[src/rtl/subleq_pkg.sv]
package subleq_pkg;
    parameter int ADDR_W = 5;
    parameter int DATA_W = 8;
    parameter int CNT_W  = 16;
    parameter int DEPTH  = 1 << ADDR_W;
    parameter logic [ADDR_W-1:0] HALT_ADDR = ADDR_W'(DEPTH - 1);

    typedef enum logic [3:0] {
        ST_IDLE,
        ST_FA,
        ST_FB,
        ST_FC,
        ST_RA,
        ST_RB,
        ST_WB,
        ST_UPD,
        ST_HALT
    } step_e;

    typedef struct packed {
        step_e             state;
        logic [ADDR_W-1:0] pc;
        logic [ADDR_W-1:0] opa;
        logic [ADDR_W-1:0] opb;
        logic [ADDR_W-1:0] opc;
        logic [DATA_W-1:0] va;
        logic [DATA_W-1:0] diff;
        logic              leq;
        logic [CNT_W-1:0]  count;
    } core_regs_t;
endpackage

[src/rtl/subleq_mem.sv]
module subleq_mem
    import subleq_pkg::*;
(
    input  logic              clk,
    input  logic              we,
    input  logic [ADDR_W-1:0] addr,
    input  logic [DATA_W-1:0] wdata,
    output logic [DATA_W-1:0] rdata
);
    logic [DATA_W-1:0] cells_q [DEPTH];
    logic [DATA_W-1:0] rdata_q;

    // Single port, read-first, one cycle of read latency.
    always_ff @(posedge clk) begin
        if (we) begin
            cells_q[addr] <= wdata;
        end
        rdata_q <= cells_q[addr];
    end

    assign rdata = rdata_q;
endmodule

[src/rtl/subleq_alu.sv]
module subleq_alu
    import subleq_pkg::*;
(
    input  logic [DATA_W-1:0] minuend,
    input  logic [DATA_W-1:0] subtrahend,
    output logic [DATA_W-1:0] diff,
    output logic              leq
);
    always_comb begin
        diff = minuend - subtrahend;
        leq  = (diff == '0) || diff[DATA_W-1];
    end
endmodule

[src/rtl/subleq_ctrl.sv]
module subleq_ctrl
    import subleq_pkg::*;
(
    input  logic              clk,
    input  logic              rst_n,
    input  logic              start,
    input  logic [DATA_W-1:0] mem_rdata,
    output logic [ADDR_W-1:0] mem_addr,
    output logic              mem_we,
    output logic [DATA_W-1:0] mem_wdata,
    output logic              busy,
    output logic              halted,
    output logic [CNT_W-1:0]  count
);
    core_regs_t        r_q, r_d;
    logic [DATA_W-1:0] alu_diff;
    logic              alu_leq;
    logic [ADDR_W-1:0] pc_next;

    subleq_alu u_alu (
        .minuend   (mem_rdata),
        .subtrahend(r_q.va),
        .diff      (alu_diff),
        .leq       (alu_leq)
    );

    always_comb begin
        r_d       = r_q;
        mem_addr  = '0;
        mem_we    = 1'b0;
        mem_wdata = '0;
        pc_next   = r_q.leq ? r_q.opc : r_q.pc + ADDR_W'(3);
        unique case (r_q.state)
            ST_IDLE: begin
                if (start) begin
                    r_d.state = (r_q.pc == HALT_ADDR) ? ST_HALT : ST_FA;
                end
            end
            ST_FA: begin
                mem_addr  = r_q.pc;
                r_d.state = ST_FB;
            end
            ST_FB: begin
                r_d.opa   = mem_rdata[ADDR_W-1:0];
                mem_addr  = r_q.pc + ADDR_W'(1);
                r_d.state = ST_FC;
            end
            ST_FC: begin
                r_d.opb   = mem_rdata[ADDR_W-1:0];
                mem_addr  = r_q.pc + ADDR_W'(2);
                r_d.state = ST_RA;
            end
            ST_RA: begin
                r_d.opc   = mem_rdata[ADDR_W-1:0];
                mem_addr  = r_q.opa;
                r_d.state = ST_RB;
            end
            ST_RB: begin
                r_d.va    = mem_rdata;
                mem_addr  = r_q.opb;
                r_d.state = ST_WB;
            end
            ST_WB: begin
                mem_addr  = r_q.opb;
                mem_we    = 1'b1;
                mem_wdata = alu_diff;
                r_d.diff  = alu_diff;
                r_d.leq   = alu_leq;
                r_d.state = ST_UPD;
            end
            ST_UPD: begin
                r_d.pc    = pc_next;
                r_d.count = r_q.count + CNT_W'(1);
                r_d.state = (pc_next == HALT_ADDR) ? ST_HALT : ST_FA;
            end
            ST_HALT: begin
                r_d.state = ST_HALT;
            end
            default: r_d.state = ST_IDLE;
        endcase
    end

    always_ff @(posedge clk) begin
        if (!rst_n) begin
            r_q <= '{state: ST_IDLE, default: '0};
        end else begin
            r_q <= r_d;
        end
    end

    assign busy   = (r_q.state != ST_IDLE) && (r_q.state != ST_HALT);
    assign halted = (r_q.state == ST_HALT);
    assign count  = r_q.count;

    // once halted, stays halted
    p_halt_sticky_r3: assert property (@(posedge clk) disable iff (!rst_n)
        halted |=> halted);

    // the halt address is never fetched
    p_no_fetch_halt_r3: assert property (@(posedge clk) disable iff (!rst_n)
        (r_q.state == ST_FA) |-> (r_q.pc != HALT_ADDR));

    // a zero-or-negative result loads C into the PC
    p_pc_taken_r2: assert property (@(posedge clk) disable iff (!rst_n)
        (r_q.state == ST_UPD && r_q.leq) |=> (r_q.pc == $past(r_q.opc)));

    // the counter only ever steps by one
    p_count_step_r6: assert property (@(posedge clk) disable iff (!rst_n)
        (r_q.count != $past(r_q.count)) |-> (r_q.count == $past(r_q.count) + CNT_W'(1)));

    // a fetch always continues through the fixed sequence
    p_fetch_seq_r11: assert property (@(posedge clk) disable iff (!rst_n)
        (r_q.state == ST_FA) |=> (r_q.state == ST_FB));
endmodule

[src/rtl/subleq_core.sv]
module subleq_core
    import subleq_pkg::*;
(
    input  logic              clk,
    input  logic              rst_n,
    input  logic              start,
    input  logic              ld_en,
    input  logic [ADDR_W-1:0] ld_addr,
    input  logic [DATA_W-1:0] ld_data,
    input  logic [ADDR_W-1:0] rd_addr,
    output logic [DATA_W-1:0] rd_data,
    output logic              halted,
    output logic [CNT_W-1:0]  instr_count
);
    logic [ADDR_W-1:0] ctrl_addr;
    logic              ctrl_we;
    logic [DATA_W-1:0] ctrl_wdata;
    logic              busy;
    logic              idle;
    logic [ADDR_W-1:0] mem_addr;
    logic              mem_we;
    logic [DATA_W-1:0] mem_wdata;
    logic [DATA_W-1:0] mem_rdata;

    subleq_ctrl u_ctrl (
        .clk      (clk),
        .rst_n    (rst_n),
        .start    (start),
        .mem_rdata(mem_rdata),
        .mem_addr (ctrl_addr),
        .mem_we   (ctrl_we),
        .mem_wdata(ctrl_wdata),
        .busy     (busy),
        .halted   (halted),
        .count    (instr_count)
    );

    // Memory port arbitration: the core owns it while running, the load
    // port before start, the read port otherwise.
    always_comb begin
        idle = !busy && !halted;
        if (busy) begin
            mem_addr  = ctrl_addr;
            mem_we    = ctrl_we;
            mem_wdata = ctrl_wdata;
        end else if (ld_en && idle) begin
            mem_addr  = ld_addr;
            mem_we    = 1'b1;
            mem_wdata = ld_data;
        end else begin
            mem_addr  = rd_addr;
            mem_we    = 1'b0;
            mem_wdata = '0;
        end
    end

    subleq_mem u_mem (
        .clk  (clk),
        .we   (mem_we),
        .addr (mem_addr),
        .wdata(mem_wdata),
        .rdata(mem_rdata)
    );

    assign rd_data = mem_rdata;

    // no memory write once the core has halted
    p_halt_no_write_r7: assert property (@(posedge clk) disable iff (!rst_n)
        halted |-> !mem_we);

    // a load request while running never reaches the memory
    p_run_load_blocked_r7: assert property (@(posedge clk) disable iff (!rst_n)
        (busy && ld_en && !ctrl_we) |-> !mem_we);
endmodule

[config.mk]
export PLATFORM = sky130hd
export DESIGN_NAME = subleq_core
export DESIGN_NICKNAME = d
export VERILOG_FILES = /design/src/rtl/subleq_pkg.sv /design/src/rtl/subleq_mem.sv /design/src/rtl/subleq_alu.sv /design/src/rtl/subleq_ctrl.sv /design/src/rtl/subleq_core.sv
export SDC_FILE = /design/constraint.sdc
export NUM_CORES = 1
export LEC_CHECK = 0
export BUFFER_PORTS_ARGS = -buffer_cell sky130_fd_sc_hd__buf_2
export CORE_ASPECT_RATIO = 0.7
export CORE_MARGIN = 1.5
export CORE_UTILIZATION = 45
export DETAILED_ROUTE_END_ITERATION = 8
export GPL_ROUTABILITY_DRIVEN = 1
export SLEW_MARGIN = 20
export SYNTH_ARGS = -nofsm -noshare
export SYNTH_HDL_FRONTEND = slang
export SYNTH_SLANG_ARGS = --single-unit
[constraint.sdc]
create_clock -name clk -period 3.6 [get_ports clk]
set_input_delay 0.54 -clock clk [delete_from_list [all_inputs] [get_ports clk]]
set_output_delay 0.54 -clock clk [all_outputs]
set_load 0.02 [all_outputs]
# Word-level counts from Yosys, hierarchy flattened
# Memories as Yosys holds them, arrays and structs flattened. A register that Yosys moved wholly into a read port is not among the register bits.
# Cells that the tools add are included.
dict set report classes {
  reduce_logical 10
  n_eq_ne 12
  add_sub_neg 5
  muxes 16
}
# operator n
set ops {}
lappend ops {{$pmux 4 s9} 1}
lappend ops {{$pmux 5 s5} 1}
lappend ops {{$mux 8} 3}
lappend ops {{$add 16x1->16 const B} 1}
lappend ops {{$eq 4x3->1 const B} 4}
lappend ops {{$mux 5} 3}
lappend ops {{$mux 4} 3}
lappend ops {{$add 5x2->5 const B} 2}
lappend ops {{$eq 5x5->1 const B} 2}
lappend ops {{$eq 4x2->1 const B} 2}
lappend ops {{$logic_not 8->1} 1}
lappend ops {{$sub 8x8->8} 1}
lappend ops {{$add 5x1->5 const B} 1}
lappend ops {{$mux 1} 5}
lappend ops {{$eq 4x1->1 const B} 1}
lappend ops {{$eq 4x4->1 const B} 1}
lappend ops {{$logic_not 4->1} 1}
lappend ops {{$ne 4x4->1 const B} 1}
lappend ops {{$reduce_bool 4->1} 1}
lappend ops {{$logic_and 1x1->1} 3}
lappend ops {{$logic_not 1->1} 2}
lappend ops {{$ne 2x2->1 const B} 1}
lappend ops {{$reduce_or 2->1} 1}
lappend ops {{$logic_or 1x1->1} 1}
dict set report totals {
  mem_bits_rw 256
  wordCells 52
  reg_bits 49
  inputBits 22
  mem_count 1
}
# memory depth width rd rd_ports_with_merged_regs wr line_no
set mem_list {}
lappend mem_list {u_mem.cells_q 32 8 1 1 1 subleq_mem.sv:10} ;# logic [DATA_W-1:0] cells_q [DEPTH];

# Logic depth before layout (Yosys ltp)
# Gate-level depths: netlist (run 1).
dict set report logic_depth {
  ltp_word 9
  depth_mapped 13
  depth_no_buf 12
}

# Hierarchy
# Synthesis (run 1) repeated with hierarchy kept, for this count alone.
dict set report hier_totals {
  cells_unflattened 988
  area_unflattened_um2 13590.5
}
# module area_per_inst_um2 instances cells_per_inst seq_area_each_um2
set by_module_without_submodules {}
lappend by_module_without_submodules {subleq_mem 10206.0 1 576 7847.5}
lappend by_module_without_submodules {subleq_ctrl 2676.3 1 314 980.9}
lappend by_module_without_submodules {subleq_alu 362.8 1 47 0.0}
lappend by_module_without_submodules {subleq_core 345.3 1 51 0.0}

# Least setup slack after synthesis (run 1)
# No wires, ideal clock.
dict set report synth_path {
  path_kind {reg2reg}
  start {register u_ctrl.r_q[48] in the netlist's numbering}
  end {memory u_mem.cells_q[21][0] (enable)}
  required_time_ns 3.230
  setup_ns 0.370
  n_path_buf 1
  stages_incl_launch_ff 10
  arrival_ns 2.419
  path_slack_ns 0.810
  cell_sequence {dfxtp_1 ha_1 and3_1 ha_1 a21boi_0 a2bb2oi_1 a211o_1 buf_6 or2_2 nor2_1}
}
dict set report synth_via {
  elab_chain_len 3
}
# element line_no
set synth_lines {}
lappend synth_lines {{from (decl)} subleq_ctrl.sv:15} ;# core_regs_t r_q, r_d;
lappend synth_lines {{from (signal assigned)} subleq_ctrl.sv:87} ;# r_q <= r_d;
lappend synth_lines {{$add 5x2->5 or $add 5x1->5 (tied branches)} {subleq_ctrl.sv:50, subleq_ctrl.sv:45}}
lappend synth_lines {{$pmux 5 s5 *} subleq_ctrl.sv:33} ;# unique case (r_q.state)
lappend synth_lines {{$mux 5 *} subleq_core.sv:42} ;# if (busy) begin
lappend synth_lines {{to (decl)} subleq_mem.sv:10}
# Every way passes the cells marked *; elsewhere a longest branch is shown, timed or not.

# Worst setup path after layout (run 1)
dict set report layout_path {
  start {register u_ctrl.r_q[54] in the netlist's numbering}
  end {register u_mem.rdata_q[3] (netlist: u_mem.rdata[3]), read port of u_mem.cells_q}
}
dict set report layout_via {
  elab_chain_len 7
}
# element line_no
set layout_lines {}
lappend layout_lines {{$ne 4x4->1 or $reduce_bool 4->1 (tied branches)} subleq_ctrl.sv:91} ;# assign busy = (r_q.state != ST_IDLE) && (r_q.state != ST_HALT);
lappend layout_lines {{$logic_and 1x1->1} subleq_ctrl.sv:91}
lappend layout_lines {{$logic_not 1->1} subleq_core.sv:41} ;# idle = !busy && !halted;
lappend layout_lines {{$logic_and 1x1->1} subleq_core.sv:41}
lappend layout_lines {{$logic_and 1x1->1} subleq_core.sv:46} ;# end else if (ld_en && idle) begin
lappend layout_lines {{$mux 5} subleq_core.sv:46}
lappend layout_lines {{$mux 5 *} subleq_core.sv:42}
lappend layout_lines {{to (decl)} subleq_mem.sv:11} ;# logic [DATA_W-1:0] rdata_q;
# Marks and branches as above.
# A chain may end at the register's enable or synchronous reset.

==> impl_metrics.toml, run 1 <==
[routing]
via_per_inst = 5.51
drt_iter0_drc = 967
drc = 0
drt-pass1-iter-count = 5
wl_per_cell_um = 21.7
via_count = 8709
routed_wl_um = 34400
postRouteAntennaNets = 0

[floorplanning]
num_rows = 53
die_height_um = 149
initial_core_util_pct = 45.6
core_mm2 = 0.0299
die-area_mm2 = 0.0314
dieWidth_um = 211
num_io_pins = 47

[pwr]
switching_share_pct = 33.3
power_mw = 10.5
comb_power_share_pct = 30.2
vdd_drop_max_uv = 432
pwr-share-seq_pct = 40.4
pwr-share-clk_pct = 29.5
switchingPower_mw = 3.51
cellLeakagePower_nw = 5.65
p_per_area_mw_per_mm2 = 673
p_int_mw = 7.02

[timing]
final.period_utilization_pct = 91.9
final.setup.worst_slack_ns = 0.290
drv_slew = 0
hold_viol_final = 0
slew_headroom_pct = 36.9
skew_ns = 0.00907
min_period_ns = 3.31
tns_ns = 0
grt_setup_unrepaired = "false"
tightest_slew_ns = 0.939
clock.fmax_mhz = 302
finalSetupViolCount = 0

[cells_and_area]
nFillCells = 2570
fin_area_mm2 = 0.0157
diodes = 0
drive_gt1_share_pct = 17.4
syn2layout_area_growth_pct = 14.7
nets = 1182
utilization_pct = 52.3

[synthesis]
synth.net_count = 1086
syn_area_mm2 = 0.0136
syn_avg_cell_area_um2 = 13.0
ys_ff_latch = 313
syn_inst = 1050
async_flop_share_pct = 0
yosysSeqAreaShare_pct = 64.7
ys_warn_count = 0
ys.flop_type = "edfxtp_1"
ys_types = 62
synth.area.top_cells = "edfxtp_1 (56%), mux2i_1 (8.9%), dfxtp_1 (8.4%)"
synth_area_leader_cell = "edfxtp_1"
synth-edff-count = 256
synth_top_cell_area_share_pct = 56.4

[clocking]
cts_setup_buffers = 0
clkLatencyLatePin_ns = 0.57
clk_pin_slew_ns = 0.07
clock_sinks = 313
cts_max_level = 1
cts_made_buffers = 30
clock_path_buffers = 3
cts-root-buf = "clkbuf_16"
cts_tree = "yes"

[setup_path]
cp_top_family = "simple AND/OR/NAND/NOR gates"
worstPathArrival_ns = 3.74
path_buf_inv = 2
cp.required_ns = 4.03
cpPeakStageDelay_ns = 0.55
cp_common_cell = "mux2i_1"
endpoint_kind = "register"
crit_type = "register to register"
cpMaxStageDelayCell = "or3_1"
worstPathCellList = "or3_1 > o31ai_1 > or2_4 > buf_12 > buf_4 > mux2i_1 > mux2i_1 > a32oi_1 > nand4_1"
cp-start-kind = "register"
critPathMaxFanout = 18

[job]
cap_violations = 0

[grt]
grt_max_degree = 48
track_usage_pct = 22.3
grt_pass1_wl_um = 51600
grt_pass1_vias = 8117
overflow = 0
grt_antenna_before_repair = 1

[placed_design]
gp_congestion = 0.921
placed_area_mm2 = 0.0147
pre_cts_ws_ns = 0.147
post-dp-hpwl_um = 22500
numPortBuffers = 46

[hold_path]
min_path_type = "input pin to register"

[outcome]
run_status = "completed"
## path summary, 6_finish.rpt
kind / from / endpoint / slack, ns / cells past startpoint
max: u_ctrl.r_q[54]$_SDFFE_PN0P_ / u_mem.rdata[3]$_DFF_P_ / 0.29 / 9
max reg2reg: u_ctrl.r_q[54]$_SDFFE_PN0P_ / u_mem.rdata[3]$_DFF_P_ / 0.29 / 9
min reg2reg: u_ctrl.count[15]$_SDFFE_PN0N_ / u_ctrl.count[15]$_SDFFE_PN0N_ / 0.48 / 2
min: start / u_ctrl.r_q[53]$_SDFFE_PN0P_ / 0.29 / 3
## through the flow
step           std cells  hold slack, ns
2_1_floorplan       1050           0.457
3_3_place_gp        1526           0.470
3_5_place_dp        1526           0.485
4_1_cts             1582           0.270
5_1_grt             1582           0.274
6_report            1582           0.287
## cell families after synthesis
group,after synthesis,share of synthesized area (%)
simple gates,381,13.1
buf+inv,83,3.82
flops,313,64.7
xor+xnor,24,1.54
compound gates,114,6.58
mux,121,8.88
fa+ha+maj,14,1.34
## cells in the final DEF, fill, tap and decap left out, drive strengths merged, types with 16 or more instances in the layout
cell type and instances:
a21oi 18, a32oi 28, nor2 60, nand2 156, buf 132, clkbuf 36, xnor2 18, mux2i 121
inv 16, nand3 74, o21ai 17, nor2b 28, dfxtp 57, edfxtp 256
## per-layer routing
layer	vias to the layer above	global-route usage [%]	routed length (um)
met3	42	4.92	2730
met4	0	4.14	526
met1	4311	36.1	17100
met2	308	30.3	14000
li1	4048	-	-
met5	-	0	0
## registers in the layout, indices dropped and copies added, names as in the netlist
name / flops
u_ctrl.count: 16
u_ctrl.r_q: 33
u_mem.cells_q: 256
u_mem.rdata: 8
## worst register-to-register path, delay by kind of cell, from the launching register on
kind,cells,cell delay (ns)
compound gates,2,0.86
buf+inv,2,0.47
simple gates,3,1.13
flops,1,0.39
mux,2,0.33
## repair_timing
item / 4_1_cts / 5_1_grt
gates resized for setup: 0 / 3
endpoints found under the setup margin: 0 / 130
hold buffers: 0 / 0
## synth_stat cells, drive strengths merged, types with 2 or more instances
cell,instances
nor3,11
nor2,60
nor3b,2
o21ai,17
nand2b,5
and2,13
a221oi,6
o31ai,5
a2bb2oi,2
and4,2
nand2,156
o211a,2
a211oi,6
o21a,2
buf,52
a211o,2
nand3,74
dfxtp,57
nand3b,2
a22o,8
clkbuf,16
edfxtp,256
inv,15
o22ai,3
ha,13
a21boi,7
nor4,3
nand4,10
and3,6
a21oi,18
xor2,6
or3,5
or2,2
mux2i,121
a32oi,28
xnor2,18
nor2b,28
## power groups by stage
| stage | clock network [mW] | logic [mW] | registers (mW) |
|---|---|---|---|
| finish | 3.10 | 3.18 | 4.25 |
| global placement | 0 | 3.13 | 4.33 |
| detailed placement | 0 | 3.13 | 4.33 |
| floorplan | 0 | 1.93 | 4.36 |
| global route | 3.29 | 3.40 | 4.26 |
| CTS | 3.15 | 3.15 | 4.25 |
## area by class of cell
cell class	count	area (um2)	area share, %
clock buffer	36	795	5.08
clock inverter	20	163	1.04
inverter	15	56.3	0.360
multi-input combinational	654	4330	27.7
sequential	313	8830	56.4
tap	412	515	3.29
timing repair buffer	132	963	6.16
(Power assumes the default switching activity.)
==> run 2: changes to the inputs <==
GPL_TIMING_DRIVEN = 0   (was default)
RECOVER_POWER = 100   (was default)
clock period = 3.2 ns   (was 3.6 ns; I/O delays follow)
==> impl_metrics.toml, run 2 (synthesis gave the netlist of run 1 again) <==
[timing]
grt_setup_unrepaired = "true"
min_period_ns = 3.19
slew_headroom_pct = 6.54
final.period_utilization_pct = 99.8
finalSetupViolCount = 0
clock.fmax_mhz = 313
hold_viol_final = 0
tightest_slew_ns = 1.39
skew_ns = 0.0163
drv_slew = 0
final.setup.worst_slack_ns = 0.00793

[floorplanning]
dieWidth_um = 211
die-area_mm2 = 0.0314
initial_core_util_pct = 45.6
die_height_um = 149
num_io_pins = 47
num_rows = 53
core_mm2 = 0.0299

[setup_path]
cp-start-kind = "register"
crit_type = "register to register"
cp.required_ns = 3.60
worstPathArrival_ns = 3.59
critPathMaxFanout = 10
endpoint_kind = "register"

[routing]
postRouteAntennaNets = 0
drc = 0
drt_iter0_drc = 833
via_count = 9006
drt-pass1-iter-count = 5
wl_per_cell_um = 22.8
via_per_inst = 5.59
routed_wl_um = 36700

[clocking]
cts_hold_buf = 0
cts_max_level = 1
cts_tree = "yes"
cts-root-buf = "clkbuf_16"
clock_sinks = 313
clkLatencyLatePin_ns = 0.57
clock_path_buffers = 3
clk_pin_slew_ns = 0.07
cts_made_buffers = 29

[pwr]
p_per_area_mw_per_mm2 = 727
power_mw = 11.9
cellLeakagePower_nw = 5.70
vdd_drop_max_uv = 542

[cells_and_area]
top_register = "u_mem.cells_q"
layout_commonest_cell = "edfxtp_1"
fin_area_mm2 = 0.0164
final_cell_mix = "edfxtp_1 (256), nand2_1 (155), mux2i_1 (121), nand3_1 (67), dfxtp_1 (55)"
nets = 1211
syn2layout_area_growth_pct = 20.2
largest_register_ffs = 256
utilization_pct = 54.8
instances_no_fill = 1610
drive_gt1_share_pct = 20.7
nFillCells = 2511

[grt]
overflow = 0
grt_max_degree = 33
track_usage_pct = 23.5
grt_pass1_vias = 8419
grt_pass1_wl_um = 53700
grt_antenna_before_repair = 0

[outcome]
run_status = "completed"

[placed_design]
numPortBuffers = 45
post-dp-hpwl_um = 24700
placed_cells = 1509
gp_congestion = 1.00
pre_cts_ws_ns = -0.886
placed_area_mm2 = 0.0144

[hold_path]
min_path_type = "input pin to register"

[job]
cap_violations = 0
run 2: cell count changes in the layout (fill, tap and decap cells not counted), moves of 6 or more:
cell,before,now
clkbuf_1,5,45
buf_4,79,42
nor2_1,59,24
nor2_4,1,27
buf_12,7,25
buf_6,0,15
buf_2,46,33
a32oi_1,28,16
a32oi_2,0,10
nor2_2,0,9
and2_0,0,7
and2_1,13,6
clkbuf_4,0,6
run 2: worst paths after layout:
check | start | to | slack, ns | cells past startpoint
worst min-delay path | start | u_ctrl.r_q[53]$_SDFFE_PN0P_ | 0.21 | 3
worst min register to register | u_ctrl.count[15]$_SDFFE_PN0N_ | u_ctrl.count[15]$_SDFFE_PN0N_ | 0.50 | 2
worst max-delay path | u_ctrl.r_q[48]$_SDFFE_PN0N_ | u_mem.rdata[7]$_DFF_P_ | 0.008 | 11
worst max register to register | u_ctrl.r_q[48]$_SDFFE_PN0N_ | u_mem.rdata[7]$_DFF_P_ | 0.008 | 11
run 2: layout make-up:
cell class              count  area (um2)  area share, %
diodes                      1        2.50         0.0153
repair buffers             95         905           5.52
multi-input cells         654        4760           29.0
inverters                  15        56.3          0.343
clock buffers              41         801           4.88
plain buffers              67         472           2.88
clock inverters            12        60.1          0.366
well taps                 412         515           3.14
flip-flops and latches    313        8830           53.8
run 2: power breakdown:
part / total [mW] / internal [mW] / leakage, nW / switching (mW)
clock: 3.22 / 1.74 / 0.421 / 1.48
sequential: 4.85 / 4.67 / 2.82 / 0.176
combinational: 3.86 / 1.32 / 2.46 / 2.54
total: 11.9 / 7.72 / 5.70 / 4.20
run 2: repair_timing:
item / 4_1_cts / 5_1_grt
setup buffers: 31 / 17
pin swaps: 18 / 16
gates resized for setup: 91 / 26
setup endpoints to repair: 327 / 296
endpoints found under the hold margin: 0 / 0
run 2: critical path, stage by stage (launching register included):
cell and delay (ns):
dfxtp_2 0.47, inv_1 0.13, ha_1 0.40, a22o_1 0.23, a211oi_2 0.28, a211oi_2 0.10
clkbuf_4 0.23, buf_6 0.19, a21oi_1 0.19, a221oi_1 0.13, nor4_1 0.44, o22ai_1 0.22
run 2: per-layer routing:
| layer | GRT usage, % | up-vias | wire [um] | share of wire [%] |
|---|---|---|---|---|
| met2 | 32.1 | 345 | 14800 | 40 |
| met4 | 5.18 | 0 | 847 | 2.3 |
| met1 | 37.3 | 4480 | 17800 | 48 |
| li1 | - | 4120 | - | - |
| met3 | 5.66 | 61 | 3300 | 9.0 |
| met5 | 0 | - | 0 | 0 |
run 2: through the flow:
step,setup TNS (ns),hold slack (ns)
2_1_floorplan,0,0.457
3_3_place_gp,-264.00,0.471
3_5_place_dp,-184.45,0.485
4_1_cts,0,0.183
5_1_grt,-5.30,0.247
6_report,0,0.206
